File: config.mk
export PLATFORM = sky130hd
export DESIGN_NAME = halt_wake_ctrl
export DESIGN_NICKNAME = d
export VERILOG_FILES = /design/src/rtl/hwc_pkg.sv /design/src/rtl/hwc_port_edge.sv /design/src/rtl/hwc_arbiter.sv /design/src/rtl/hwc_seq.sv /design/src/rtl/halt_wake_ctrl.sv
export SDC_FILE = /design/constraint.sdc
export NUM_CORES = 1
export LEC_CHECK = 0
export BUFFER_PORTS_ARGS = -buffer_cell sky130_fd_sc_hd__buf_2
export CELL_PAD_IN_SITES_DETAIL_PLACEMENT = 1
export CELL_PAD_IN_SITES_GLOBAL_PLACEMENT = 2
export CORE_MARGIN = 1
export CORE_UTILIZATION = 35
export CTS_CLUSTER_DIAMETER = 100
export DETAILED_ROUTE_END_ITERATION = 16
export PLACE_DENSITY = 0.71
export SYNTH_ARGS = -nofsm -noshare
export SYNTH_HDL_FRONTEND = slang
export SYNTH_SLANG_ARGS = --single-unit
File: constraint.sdc
create_clock -name clk -period 2.6 [get_ports clk]
set_input_delay 0.39 -clock clk [delete_from_list [all_inputs] [get_ports clk]]
set_output_delay 0.39 -clock clk [all_outputs]
set_load 0.01 [all_outputs]
File: src/rtl/hwc_pkg.sv
package hwc_pkg;

  typedef enum logic [1:0] {
    ST_RUN   = 2'd0,
    ST_HALT  = 2'd1,
    ST_DUMMY = 2'd2
  } hwc_state_e;

  typedef enum logic [2:0] {
    SRC_NONE = 3'd0,
    SRC_EXT  = 3'd1,
    SRC_WDT  = 3'd2,
    SRC_IRQ  = 3'd3,
    SRC_PORT = 3'd4
  } hwc_src_e;

  typedef enum logic [2:0] {
    OUT_NONE   = 3'd0,
    OUT_FULL   = 3'd1,
    OUT_WARM   = 3'd2,
    OUT_RESUME = 3'd3,
    OUT_VECTOR = 3'd4
  } hwc_out_e;

  // Fixed priority: external reset, watchdog, interrupt, port edge.
  function automatic hwc_src_e pick_source(input logic ext, input logic wdt,
                                           input logic irq, input logic port);
    if (ext)       return SRC_EXT;
    else if (wdt)  return SRC_WDT;
    else if (irq)  return SRC_IRQ;
    else if (port) return SRC_PORT;
    else           return SRC_NONE;
  endfunction

  // An interrupt is serviced only if enabled and a stack entry is free.
  function automatic logic irq_serviceable(input logic en, input logic full);
    return en && !full;
  endfunction

  function automatic hwc_out_e source_outcome(input hwc_src_e src, input logic en,
                                              input logic full);
    case (src)
      SRC_EXT:  return OUT_FULL;
      SRC_WDT:  return OUT_WARM;
      SRC_IRQ:  return irq_serviceable(en, full) ? OUT_VECTOR : OUT_RESUME;
      SRC_PORT: return OUT_RESUME;
      default:  return OUT_NONE;
    endcase
  endfunction

  // Falling edge on each bit, restricted to the wake-enabled pins.
  function automatic logic masked_fall(input logic [63:0] prev, input logic [63:0] cur,
                                       input logic [63:0] mask);
    return |(prev & ~cur & mask);
  endfunction

endpackage

File: src/rtl/hwc_port_edge.sv
module hwc_port_edge #(
  parameter int              PORT_W    = 8,
  parameter logic [PORT_W-1:0] WAKE_MASK = '1,
  parameter int              SYNC_STAGES = 2
) (
  input  logic              clk,
  input  logic              rst_n,
  input  logic [PORT_W-1:0] pins,
  output logic [PORT_W-1:0] fall_vec,
  output logic              wake
);
  import hwc_pkg::*;

  localparam int PAD_W = 64 - PORT_W;

  logic [PORT_W-1:0] stage [SYNC_STAGES];
  logic [PORT_W-1:0] prev_q;
  logic [PORT_W-1:0] synced;

  genvar g;
  generate
    for (g = 0; g < SYNC_STAGES; g++) begin : g_sync
      if (g == 0) begin : g_first
        always_ff @(posedge clk or negedge rst_n) begin
          if (!rst_n) stage[g] <= '1;
          else        stage[g] <= pins;
        end
      end else begin : g_next
        always_ff @(posedge clk or negedge rst_n) begin
          if (!rst_n) stage[g] <= '1;
          else        stage[g] <= stage[g-1];
        end
      end
    end
  endgenerate

  assign synced = stage[SYNC_STAGES-1];

  always_ff @(posedge clk or negedge rst_n) begin
    if (!rst_n) prev_q <= '1;
    else        prev_q <= synced;
  end

  assign fall_vec = prev_q & ~synced;
  assign wake = masked_fall({{PAD_W{1'b0}}, prev_q}, {{PAD_W{1'b0}}, synced},
                            {{PAD_W{1'b0}}, WAKE_MASK});

endmodule

File: src/rtl/hwc_arbiter.sv
module hwc_arbiter (
  input  logic              ext,
  input  logic              wdt,
  input  logic              irq,
  input  logic              port,
  input  logic              irq_en,
  input  logic              stack_full,
  output hwc_pkg::hwc_src_e src,
  output hwc_pkg::hwc_out_e outcome
);
  import hwc_pkg::*;

  always_comb begin
    src     = pick_source(ext, wdt, irq, port);
    outcome = source_outcome(src, irq_en, stack_full);
  end

endmodule

File: src/rtl/hwc_seq.sv
module hwc_seq #(
  parameter int DUMMY_CYCLES = 1
) (
  input  logic              clk,
  input  logic              rst_n,
  input  logic              halt_cmd,
  input  logic              ext_rst_req,
  input  hwc_pkg::hwc_out_e outcome,
  output logic              core_run,
  output logic              halted,
  output logic              dummy_active,
  output logic              full_rst,
  output logic              warm_rst,
  output logic              resume_next,
  output logic              isr_vector
);
  import hwc_pkg::*;

  localparam int DUM = (DUMMY_CYCLES < 1) ? 1 : DUMMY_CYCLES;
  localparam int CW  = (DUM > 1) ? $clog2(DUM) : 1;
  localparam logic [CW-1:0] CNT_LOAD = CW'(DUM - 1);

  hwc_state_e      state_q;
  logic [CW-1:0]   cnt_q;
  logic            cnt_done;

  assign cnt_done = (cnt_q == '0);

  always_ff @(posedge clk or negedge rst_n) begin
    if (!rst_n) begin
      state_q     <= ST_RUN;
      cnt_q       <= '0;
      full_rst    <= 1'b0;
      warm_rst    <= 1'b0;
      resume_next <= 1'b0;
      isr_vector  <= 1'b0;
    end else begin
      full_rst    <= 1'b0;
      warm_rst    <= 1'b0;
      resume_next <= 1'b0;
      isr_vector  <= 1'b0;
      case (state_q)
        ST_RUN: begin
          if (ext_rst_req)   full_rst <= 1'b1;
          else if (halt_cmd) state_q  <= ST_HALT;
        end
        ST_HALT: begin
          case (outcome)
            OUT_FULL: begin
              full_rst <= 1'b1;
              state_q  <= ST_RUN;
            end
            OUT_WARM: begin
              warm_rst <= 1'b1;
              state_q  <= ST_RUN;
            end
            OUT_RESUME: begin
              resume_next <= 1'b1;
              state_q     <= ST_RUN;
            end
            OUT_VECTOR: begin
              cnt_q   <= CNT_LOAD;
              state_q <= ST_DUMMY;
            end
            default: state_q <= ST_HALT;
          endcase
        end
        ST_DUMMY: begin
          if (ext_rst_req) begin
            full_rst <= 1'b1;
            state_q  <= ST_RUN;
          end else if (cnt_done) begin
            isr_vector <= 1'b1;
            state_q    <= ST_RUN;
          end else begin
            cnt_q <= cnt_q - 1'b1;
          end
        end
        default: state_q <= ST_RUN;
      endcase
    end
  end

  assign core_run     = (state_q == ST_RUN);
  assign halted       = (state_q == ST_HALT);
  assign dummy_active = (state_q == ST_DUMMY);

endmodule

File: src/rtl/halt_wake_ctrl.sv
module halt_wake_ctrl #(
  parameter int                PORT_W       = 8,
  parameter logic [PORT_W-1:0] WAKE_MASK    = '1,
  parameter int                DUMMY_CYCLES = 1
) (
  input  logic              clk,
  input  logic              rst_n,
  input  logic              halt_cmd,
  input  logic              ext_rst_req,
  input  logic              wdt_ovf,
  input  logic              irq_pend,
  input  logic              irq_en,
  input  logic              stack_full,
  input  logic [PORT_W-1:0] port_in,
  output logic              core_run,
  output logic              full_rst,
  output logic              warm_rst,
  output logic              resume_next,
  output logic              isr_vector
);
  import hwc_pkg::*;

  logic [PORT_W-1:0] port_fall;
  logic              port_wake;
  logic              halted;
  logic              dummy_active;
  hwc_src_e          wake_src;
  hwc_out_e          wake_outcome;

  hwc_port_edge #(
    .PORT_W      (PORT_W),
    .WAKE_MASK   (WAKE_MASK),
    .SYNC_STAGES (2)
  ) u_edge (
    .clk      (clk),
    .rst_n    (rst_n),
    .pins     (port_in),
    .fall_vec (port_fall),
    .wake     (port_wake)
  );

  hwc_arbiter u_arb (
    .ext        (ext_rst_req),
    .wdt        (wdt_ovf),
    .irq        (irq_pend),
    .port       (port_wake),
    .irq_en     (irq_en),
    .stack_full (stack_full),
    .src        (wake_src),
    .outcome    (wake_outcome)
  );

  hwc_seq #(
    .DUMMY_CYCLES (DUMMY_CYCLES)
  ) u_seq (
    .clk          (clk),
    .rst_n        (rst_n),
    .halt_cmd     (halt_cmd),
    .ext_rst_req  (ext_rst_req),
    .outcome      (wake_outcome),
    .core_run     (core_run),
    .halted       (halted),
    .dummy_active (dummy_active),
    .full_rst     (full_rst),
    .warm_rst     (warm_rst),
    .resume_next  (resume_next),
    .isr_vector   (isr_vector)
  );

endmodule

==> metrics, run 1 <==
status=finished clean; share of layout cells above drive strength 1=0.6625; number of DRC markers in iteration 0=5; die width=53.95 um; Setup Skew=4.554 ps; multiplexer share of the synthesized area=0; Root Buffer=clkbuf_4; Clock Latency Late Sink=310 ps; die height=between 50 and 60 um; Yosys reg bits=30; Yosys warnings=0; Syn-to-layout area delta=19.34%; Core Rows=18; fraction of registers with async set/reset=1.000; Final Max Tran Viols=0; R2R cell count=4; endpoints failing setup=0; DR pass1 iterations=4; most common cell after layout, fill and taps aside=dfstp_2; PwrDens=roughly 700 nW/um^2; Critical Path Fanout Max=2; # resized after CTS=0; total track usage=0.1217; post-synthesis simple-gate area fraction=0.09536; RSZ-0062 raised after global routing=no; mapped cell area=about 940 um^2; first-pass GRT wire length=around 2100 um; Yosys cell types=18; M1 GR Usage=0.1213; critical path type=reg2reg; core area=2522 um^2; total congestion overflow=0; Leakage=0.5138 nW; cts bufs inserted=5; drc violations=0; via/cell ratio=4.418; Fillers=271; DR WL/cell=12.32 um; Syn Area/Cell=17.82 um^2; die area=~2900 um^2; Total Wirelength=1355 um; Slew @ Worst Pin=621.6 ps; Hold Buf Count CTS=0; Gate Count Post-Synth=53; worst r2r src=u_edge.synced[1]; Yosys top cell area share=0.6675; CTS tree=yes; Setup TNS=0 ps; Mapped Nets=between 60 and 70; number of routed nets with antenna violations=0; Crit. End Element=flip-flop; H-tree depth=2; HP Class=in2async; largest net degree at the start of global routing=31; Final Hold Violating Endpoints=0; WP data required=~2800 ps; starting density of the core=0.3745; Most Used Layer, Global Route=met2; clk buf depth=2; Worst Setup Start Kind=flip-flop; r2r endpoint=u_seq.resume_next; largest area contributor in the netlist=dfstp_2; via count=486; Worst-path clk slew=roughly 80 ps; Synth Flop Type=dfstp_2; post-synthesis xor/xnor area fraction=0; layout net count=96; n_diodes=0; initial antenna violation count=0; met2 Usage GRT=0.1749; post-CTS setup buffers=0; EDFF count, synth=0; IO Pins=21; Worst IR Drop VDD=about 0.38 mV; vias in the first global route=437; Post-Synth Adder-Cell Area=0; HPWL Detailed=954.9 um; fin crit share=0.5311; Critical Path AT=1590 ps; largest family of logic cells by synthesized area=simple AND/OR/NAND/NOR gates; I/O Buffers=20; Worst R2R Setup Slack=1220 ps; routing usage on met3=0.08475; Final Critical Period=1381 ps; Compound-Gate Fraction of Synth Area=0.05828; Final Power=0.7872 mW; max_cap viols=0; top post-synthesis cells by area=dfstp_2 (67%), dfrtp_1 (16%), a2111oi_4 (2.9%); sequential element share of the synthesized area=0.8265; max frequency=0.7241 GHz; Max transition margin=0.5856; commonest non-fill, non-tap cells in the layout=dfstp_2 (24), buf_2 (20), dfrtp_1 (6); routability cong.=roughly 0.66; Clock Sinks=30
==> critical path: stages (launching register included) <==
cell and delay (ps):
dfstp_2 540, inv_2 40, a2111oi_4 360, nand3_1 140, and3b_1 190
==> layout make-up <==
type | instances | area (um^2) | share of cell area
clock buffer | 7 | 45.04 | 0.03996
tap | 30 | 37.54 | 0.03330
multi-input combinational | 18 | 145.1 | 0.1287
timing repair buffer | 20 | 100.1 | 0.08879
inverter | 5 | 18.77 | 0.01665
sequential | 30 | 780.7 | 0.6926
==> cells by family (layout without fill, tap and decap cells) <==
group,count (synthesis),in the layout
and+or+nand+nor,13,13
DFF,30,30
buffers and inverters,5,32
AOI/OAI and AO/OA,5,5
==> synthesized netlist by cell type, types with 3 or more instances <==
cell type and number:
dfstp_2 24, nand3b_1 3, dfrtp_1 6, inv_1 4, nor2_1 3
==> state kept, by name, indices dropped and copies added, names as in the netlist <==
name and flops:
u_edge.prev_q 8, u_edge.stage 8, u_edge.synced 8, u_seq.full_rst 1, u_seq.isr_vector 1, u_seq.resume_next 1, u_seq.state_q 2, u_seq.warm_rst 1
==> how the worst max path moves through the flow <==
stage,cells past startpoint,end,startpoint
finish,4,u_seq.resume_next,u_edge.synced[1]
global route,4,u_seq.resume_next,u_edge.synced[1]
CTS,4,u_seq.resume_next,u_edge.synced[1]
detailed placement,4,u_seq.resume_next,u_edge.synced[1]
global placement,4,u_seq.resume_next,u_edge.synced[1]
floorplan,4,u_seq.resume_next,u_edge.synced[1]
==> where the power goes <==
part           leakage (nW)  total (mW)  switching [mW]  internal, mW
logic                 0.156      0.0409          0.0218        0.0191
clock network        0.0254       0.234           0.132         0.102
registers             0.333       0.512         0.00936         0.503
total                 0.514       0.787           0.163         0.624
==> stage by stage <==
step	std cells	utilization	worst slack [ps]	hold slack, ps	instance area [um^2]
floorplan	53	-	1323	94.41	944.7
finish	110	0.4469	1219	94.20	1127
CTS	110	0.4469	1200	95.32	1127
global route	110	0.4469	1140	121.3	1127
detailed placement	103	0.4291	1208	346.9	1082
global placement	103	0.4291	1267	345.4	1082
==> per-layer routing <==
layer / vias to the layer above / part of all wire / wire [um]
met5: - / 0 / 0
met4: 0 / 0.013 / 17
met3: 2 / 0.072 / 97
met2: 20 / 0.50 / 677
met1: 238 / 0.41 / 562
li1: 226 / - / -
Power figures use the tool's default switching activity.
==> inputs of run 2 (changes only) <==
==> constraint.sdc (replaced) <==
create_clock -name clk -period 1.38 [get_ports clk]
set_input_delay 0.207 -clock clk [delete_from_list [all_inputs] [get_ports clk]]
set_output_delay 0.207 -clock clk [all_outputs]
set_load 0.01 [all_outputs]
==> metrics, run 2 (synthesis results as in run 1) <==
DR WL/cell=11.91 um (-3.3%); Final Power=1.505 mW (+91%); IO Pins=21 (unchanged); Hold Path Origin=ext_rst_req; placed inst area=1082 um^2 (unchanged); Fillers=264 (-2.6%); Bufs and invs on worst path=0 (-1); starting density of the core=0.3745 (unchanged); Hold EP=u_seq.isr_vector; via count=514 (+5.8%); number of DRC markers in iteration 0=6 (+1); Total Wirelength=1417 um (+4.6%); DR pass1 iterations=5 (+1); Final Critical Period=1369 ps (-11.62 ps); WP data required=1590 ps (-1210 ps); Worst path slowest cell=dfstp_2; most common cell after layout, fill and taps aside=dfstp_2; initial antenna violation count=0 (unchanged); Final Instance Area=1217 um^2 (+8.0%); number of routed nets with antenna violations=0 (unchanged); PwrDens=1236 nW/um^2 (+77%); HPWL Detailed=954.9 um (unchanged); drc violations=0 (unchanged); DP Cell Count=103 (unchanged); cell family with the largest share of critical-path delay=flip-flops; max_cap viols=0 (unchanged); die area=2911 um^2 (unchanged); Worst R2R Setup Slack=10 ps (-1210 ps); status=finished clean; cts bufs inserted=5 (unchanged); worst r2r src=u_edge.synced[6]; layout net count=105 (+9.4%); Critical Path AT=1580 ps (about the same); Non-Filler Instances=119 (+8.2%); Leakage=0.5514 nW (+7.3%); Slew @ Worst Pin=617.8 ps (-3.819 ps); final hold slack=81.97 ps (-12.23 ps); Critical Path Fanout Max=2 (unchanged); Util after Layout=0.4826 (+0.03571); routability cong.=0.6552 (unchanged); largest net degree at the start of global routing=31 (unchanged); commonest non-fill, non-tap cells in the layout=dfstp_2 (24), buf_2 (20), dlygate4sd3_1 (9); CP peak stage delay=560 ps (+20 ps); first-pass GRT wire length=2194 um (+6.0%); Worst Setup Start Kind=flip-flop; r2r endpoint=u_seq.resume_next; max frequency=0.7303 GHz (+0.85%); CTS tree=yes; Cell Chain, Critical Path=nor2b_4 > a2111oi_4 > nand3_1 > and3b_1; Core Rows=18 (unchanged); total track usage=0.1277 (+0.006024); Syn-to-layout area delta=28.87%; share of layout cells above drive strength 1=0.5955 (-0.06699); Crit. End Element=flip-flop; R2R cell count=4 (unchanged); I/O Buffers=20 (unchanged); total congestion overflow=0 (unchanged); core area=2522 um^2 (unchanged); n_diodes=0 (unchanged); RSZ-0062 raised after global routing=yes; vias in the first global route=510 (+17%); Setup Skew=5.070 ps (+0.5158 ps); die height=53.95 um (unchanged); critical path type=reg2reg; endpoints failing setup=0 (unchanged); Max transition margin=0.5881 (+0.002546); Final Max Tran Viols=0 (unchanged); Final Hold Violating Endpoints=0 (unchanged); Root Buffer=clkbuf_4; clk buf depth=2 (unchanged); Hold Path Depth=2; Clock Sinks=30 (unchanged); HP Class=in2reg; via/cell ratio=4.319 (-2.2%); Worst IR Drop VDD=0.7285 mV (+92%); Worst-path clk slew=80 ps (about the same); die width=53.95 um (unchanged); H-tree depth=2 (unchanged); fin crit share=0.9923 (+0.4611); Clock Latency Late Sink=310 ps (about the same)
==> run 2: what timing repair did <==
item                       in CTS  in global routing
setup buffers                   0                  0
hold endpoints to repair       14                  0
gates resized for setup         0                  0
cloned                          0                  0
pin swaps                       3                  2
hold buffers                    9                  0
setup endpoints to repair       1                  2
==> run 2: worst max-delay path by stage <==
stage | cells past startpoint | slack (ps) | to | start
4_1_cts | 4 | -5 | u_seq.resume_next | u_edge.synced[6]
3_3_place_gp | 4 | 50 | u_seq.resume_next | u_edge.synced[1]
3_5_place_dp | 4 | -10 | u_seq.resume_next | u_edge.synced[1]
5_1_grt | 4 | -50 | u_seq.resume_next | u_edge.synced[6]
2_1_floorplan | 4 | 100 | u_seq.resume_next | u_edge.synced[1]
6_report | 4 | 10 | u_seq.resume_next | u_edge.synced[6]
==> run 2: layout make-up <==
class	instances	area, um^2	share of cell area
inverters	5	18.77	0.01542
clock buffers	7	45.04	0.03700
flip-flops and latches	30	780.7	0.6413
well taps	30	37.54	0.03083
multi-input cells	18	145.1	0.1192
repair buffers	29	190.2	0.1562
==> run 2: per-layer routing <==
metal | up-vias | share of wire | track usage | wire, um
met3 | 2 | 0.065 | 0.08475 | 92
met1 | 249 | 0.40 | 0.1140 | 563
li1 | 243 | - | - | -
met4 | 0 | 0.012 | 0.09211 | 17
met5 | - | 0 | 0 | 0
met2 | 20 | 0.52 | 0.2037 | 742
==> run 2: stage by stage <==
stage               worst slack (ps)  TNS, ps
floorplan                      103.1        0
global placement               47.38        0
detailed placement            -11.56   -11.56
CTS                           -4.585   -4.585
global route                  -47.36   -62.43
finish                         10.65        0
==> run 2: report_power, final <==
| group | switching, mW | total (mW) | internal, mW |
|---|---|---|---|
| Combinational | 0.0437 | 0.0962 | 0.0525 |
| Clock | 0.252 | 0.443 | 0.192 |
| Sequential | 0.0176 | 0.965 | 0.948 |
==> inputs of run 3 (changes only) <==
--- a/config.mk
+++ b/config.mk
@@ -5,14 +5,15 @@
 export SDC_FILE = /design/constraint.sdc
 export NUM_CORES = 1
 export LEC_CHECK = 0
+export ABC_AREA = 1
 export BUFFER_PORTS_ARGS = -buffer_cell sky130_fd_sc_hd__buf_2
 export CELL_PAD_IN_SITES_DETAIL_PLACEMENT = 1
 export CELL_PAD_IN_SITES_GLOBAL_PLACEMENT = 2
 export CORE_MARGIN = 1
-export CORE_UTILIZATION = 35
+export CORE_UTILIZATION = 34
 export CTS_CLUSTER_DIAMETER = 100
 export DETAILED_ROUTE_END_ITERATION = 16
-export PLACE_DENSITY = 0.71
+export PLACE_DENSITY = 0.73
 export SYNTH_ARGS = -nofsm -noshare
 export SYNTH_HDL_FRONTEND = slang
 export SYNTH_SLANG_ARGS = --single-unit
==> metrics, run 3 <==
total track usage=0.1357 (+0.007941); fraction of registers with async set/reset=1.000 (unchanged); placed inst area=1097 um^2 (+1.4%); Util after Layout=0.4859 (+0.003228); worst r2r src=u_edge.synced[5]; Setup Skew=3.385 ps (-1.685 ps); Hold Path Depth=2 (unchanged); WP data required=1170 ps (-420 ps); die width=55.13 um (+2.2%); Critical Path Fanout Max=4 (+2); top post-synthesis cells by area=dfstp_2 (66%), dfrtp_1 (16%), nand2_1 (7.0%); critical path type=reg2out; Max transition margin=0.5819 (-0.006227); sequential element share of the synthesized area=0.8136 (-0.01293); mapped cell area=959.7 um^2 (+1.6%); most common cell after layout, fill and taps aside=dfstp_2; commonest non-fill, non-tap cells in the layout=dfstp_2 (24), buf_2 (20), nand2_1 (18); Worst IR Drop VDD=0.7220 mV (-0.90%); Final Hold Violating Endpoints=0 (unchanged); core area=2567 um^2 (+1.8%); largest family of logic cells by synthesized area=simple AND/OR/NAND/NOR gates; die area=3039 um^2 (+4.4%); largest area contributor in the netlist=dfstp_2; setup ws final=113.2 ps (+102.6 ps); Critical Path AT=1060 ps (-520 ps); Worst R2R Setup Slack=260 ps (+250 ps); H-tree depth=2 (unchanged); Worst-path clk slew=80 ps (about the same); CTS tree=yes; multiplexer share of the synthesized area=0 (unchanged); n_diodes=0 (unchanged); Gate Count Post-Synth=72 (+36%); worst slack at placement=273.1 ps (+284.7 ps); most common cell in the netlist=dfstp_2; Crit. End Element=output pin; Yosys top cell area share=0.6571 (-0.01044); Core Rows=18 (unchanged); R2R cell count=7 (+3); Syn Area/Cell=13.33 um^2 (-25%); die height=55.13 um (+2.2%); EDFF count, synth=0 (unchanged); initial antenna violation count=0 (unchanged); r2r endpoint=u_seq.resume_next; Yosys reg bits=30 (unchanged); Yosys cell types=11 (-7); Final Max Tran Viols=0 (unchanged); RSZ-0062 raised after global routing=no; Setup TNS=0 ps (unchanged); Leakage=0.6022 nW (+9.2%); post-CTS setup buffers=0 (unchanged); Mapped Nets=88 (+28%); Final Power=1.589 mW (+5.6%); Post-synth top cells=dfstp_2 (24), nand2_1 (18), inv_1 (11), dfrtp_1 (6), nor2_1 (4); Post-Synth Adder-Cell Area=0 (unchanged); IO Pins=21 (unchanged); vias in the first global route=592 (+16%); Final Instance Area=1247 um^2 (+2.5%); DR pass1 iterations=1 (-4); status=finished clean; Compound-Gate Fraction of Synth Area=0.01565 (-0.04263); CP startpoint=u_seq.state_q[0]; number of routed nets with antenna violations=0 (unchanged); drc violations=0 (unchanged); share of layout cells above drive strength 1=0.4771 (-0.1184); Root Buffer=clkbuf_4; Final Critical Period=1267 ps (-102.6 ps); first-pass GRT wire length=2511 um (+14%); HPWL Detailed=966.2 um (+1.2%); post-synthesis simple-gate area fraction=0.1278 (+0.03241); PwrDens=1274 nW/um^2 (+3.1%); Synth Flop Type=dfstp_2; max_cap viols=0 (unchanged); post-synthesis xor/xnor area fraction=0 (unchanged); Hold EP=u_seq.isr_vector; Hold Path Origin=ext_rst_req; total congestion overflow=0 (unchanged); cts bufs inserted=5 (unchanged); I/O Buffers=20 (unchanged); endpoints failing setup=0 (unchanged); routability cong.=0.6272 (-4.3%); clk buf depth=2 (unchanged); Syn-to-layout area delta=29.99%; Total Wirelength=1558 um (+10%); HP Class=in2reg; Yosys warnings=0 (unchanged); Clock Latency Late Sink=330 ps (+20 ps); DR WL/cell=11.21 um (-5.9%); via count=593 (+15%); number of DRC markers in iteration 0=0 (-6); starting density of the core=0.3738 (-0.0007224); Clock Sinks=30 (unchanged); largest net degree at the start of global routing=31 (unchanged); layout net count=124 (+18%); max frequency=0.7894 GHz (+8.1%); Worst Setup Start Kind=flip-flop; fin crit share=0.9179 (-0.07435); via/cell ratio=4.266 (-1.2%); Slew @ Worst Pin=627.1 ps (+9.342 ps)
[run 3: cell count changes after synthesis, moves of 2 or more]
cell / previous run / this run
inv_1: 4 / 11
nand2_1: 0 / 18
nand3b_1: 3 / 0
nor3_1: 0 / 2
[run 3: critical path, cell delays in order (launching register included)]
cell and delay, ps:
dfrtp_1 410, nor2_1 170, buf_2 160
[run 3: cell type report]
| cell class | instances | area [um^2] |
|---|---|---|
| repair buffers | 29 | 190.2 |
| flip-flops and latches | 30 | 780.7 |
| well taps | 30 | 37.54 |
| clock inverters | 1 | 5.005 |
| clock buffers | 7 | 55.05 |
| fillers | 291 | 1320 |
| inverters | 11 | 41.29 |
| multi-input cells | 31 | 137.6 |
[run 3: kinds of logic (layout without fill, tap and decap cells)]
| kind of cell | after synthesis | after routing |
|---|---|---|
| flops | 30 | 30 |
| simple gates | 28 | 28 |
| buf+inv | 11 | 48 |
| compound gates | 3 | 3 |
[run 3: worst max path at each step]
| stage | endpoint | cells after the start |
|---|---|---|
| global placement | u_seq.state_q[0] | 6 |
| floorplan | u_seq.resume_next | 7 |
| detailed placement | u_seq.resume_next | 7 |
| global route | core_run | 2 |
| CTS | core_run | 2 |
| finish | core_run | 2 |
[run 3: what timing repair did]
item	CTS	global route
hold endpoints to repair	14	0
resized for setup	0	0
hold buffers	9	0
[run 3: power breakdown]
| group | total [mW] | internal [mW] | switching (mW) |
|---|---|---|---|
| logic | 0.100 | 0.0479 | 0.0525 |
| clock network | 0.526 | 0.246 | 0.280 |
| registers | 0.962 | 0.947 | 0.0149 |
[run 3: stage by stage]
step | hold WS, ps | cells
3_5_place_dp | 265.4 | 122
5_1_grt | 78.65 | 139
3_3_place_gp | 253.2 | 122
2_1_floorplan | -88.59 | 72
4_1_cts | 72.92 | 139
6_report | 87.84 | 139
[run 3: per-layer routing]
metal	track usage	routed length (um)	vias to the layer above
met5	0	0	-
met4	0.07500	45	0
met3	0.09290	131	6
met2	0.2209	779	21
met1	0.1257	602	279
li1	-	-	287
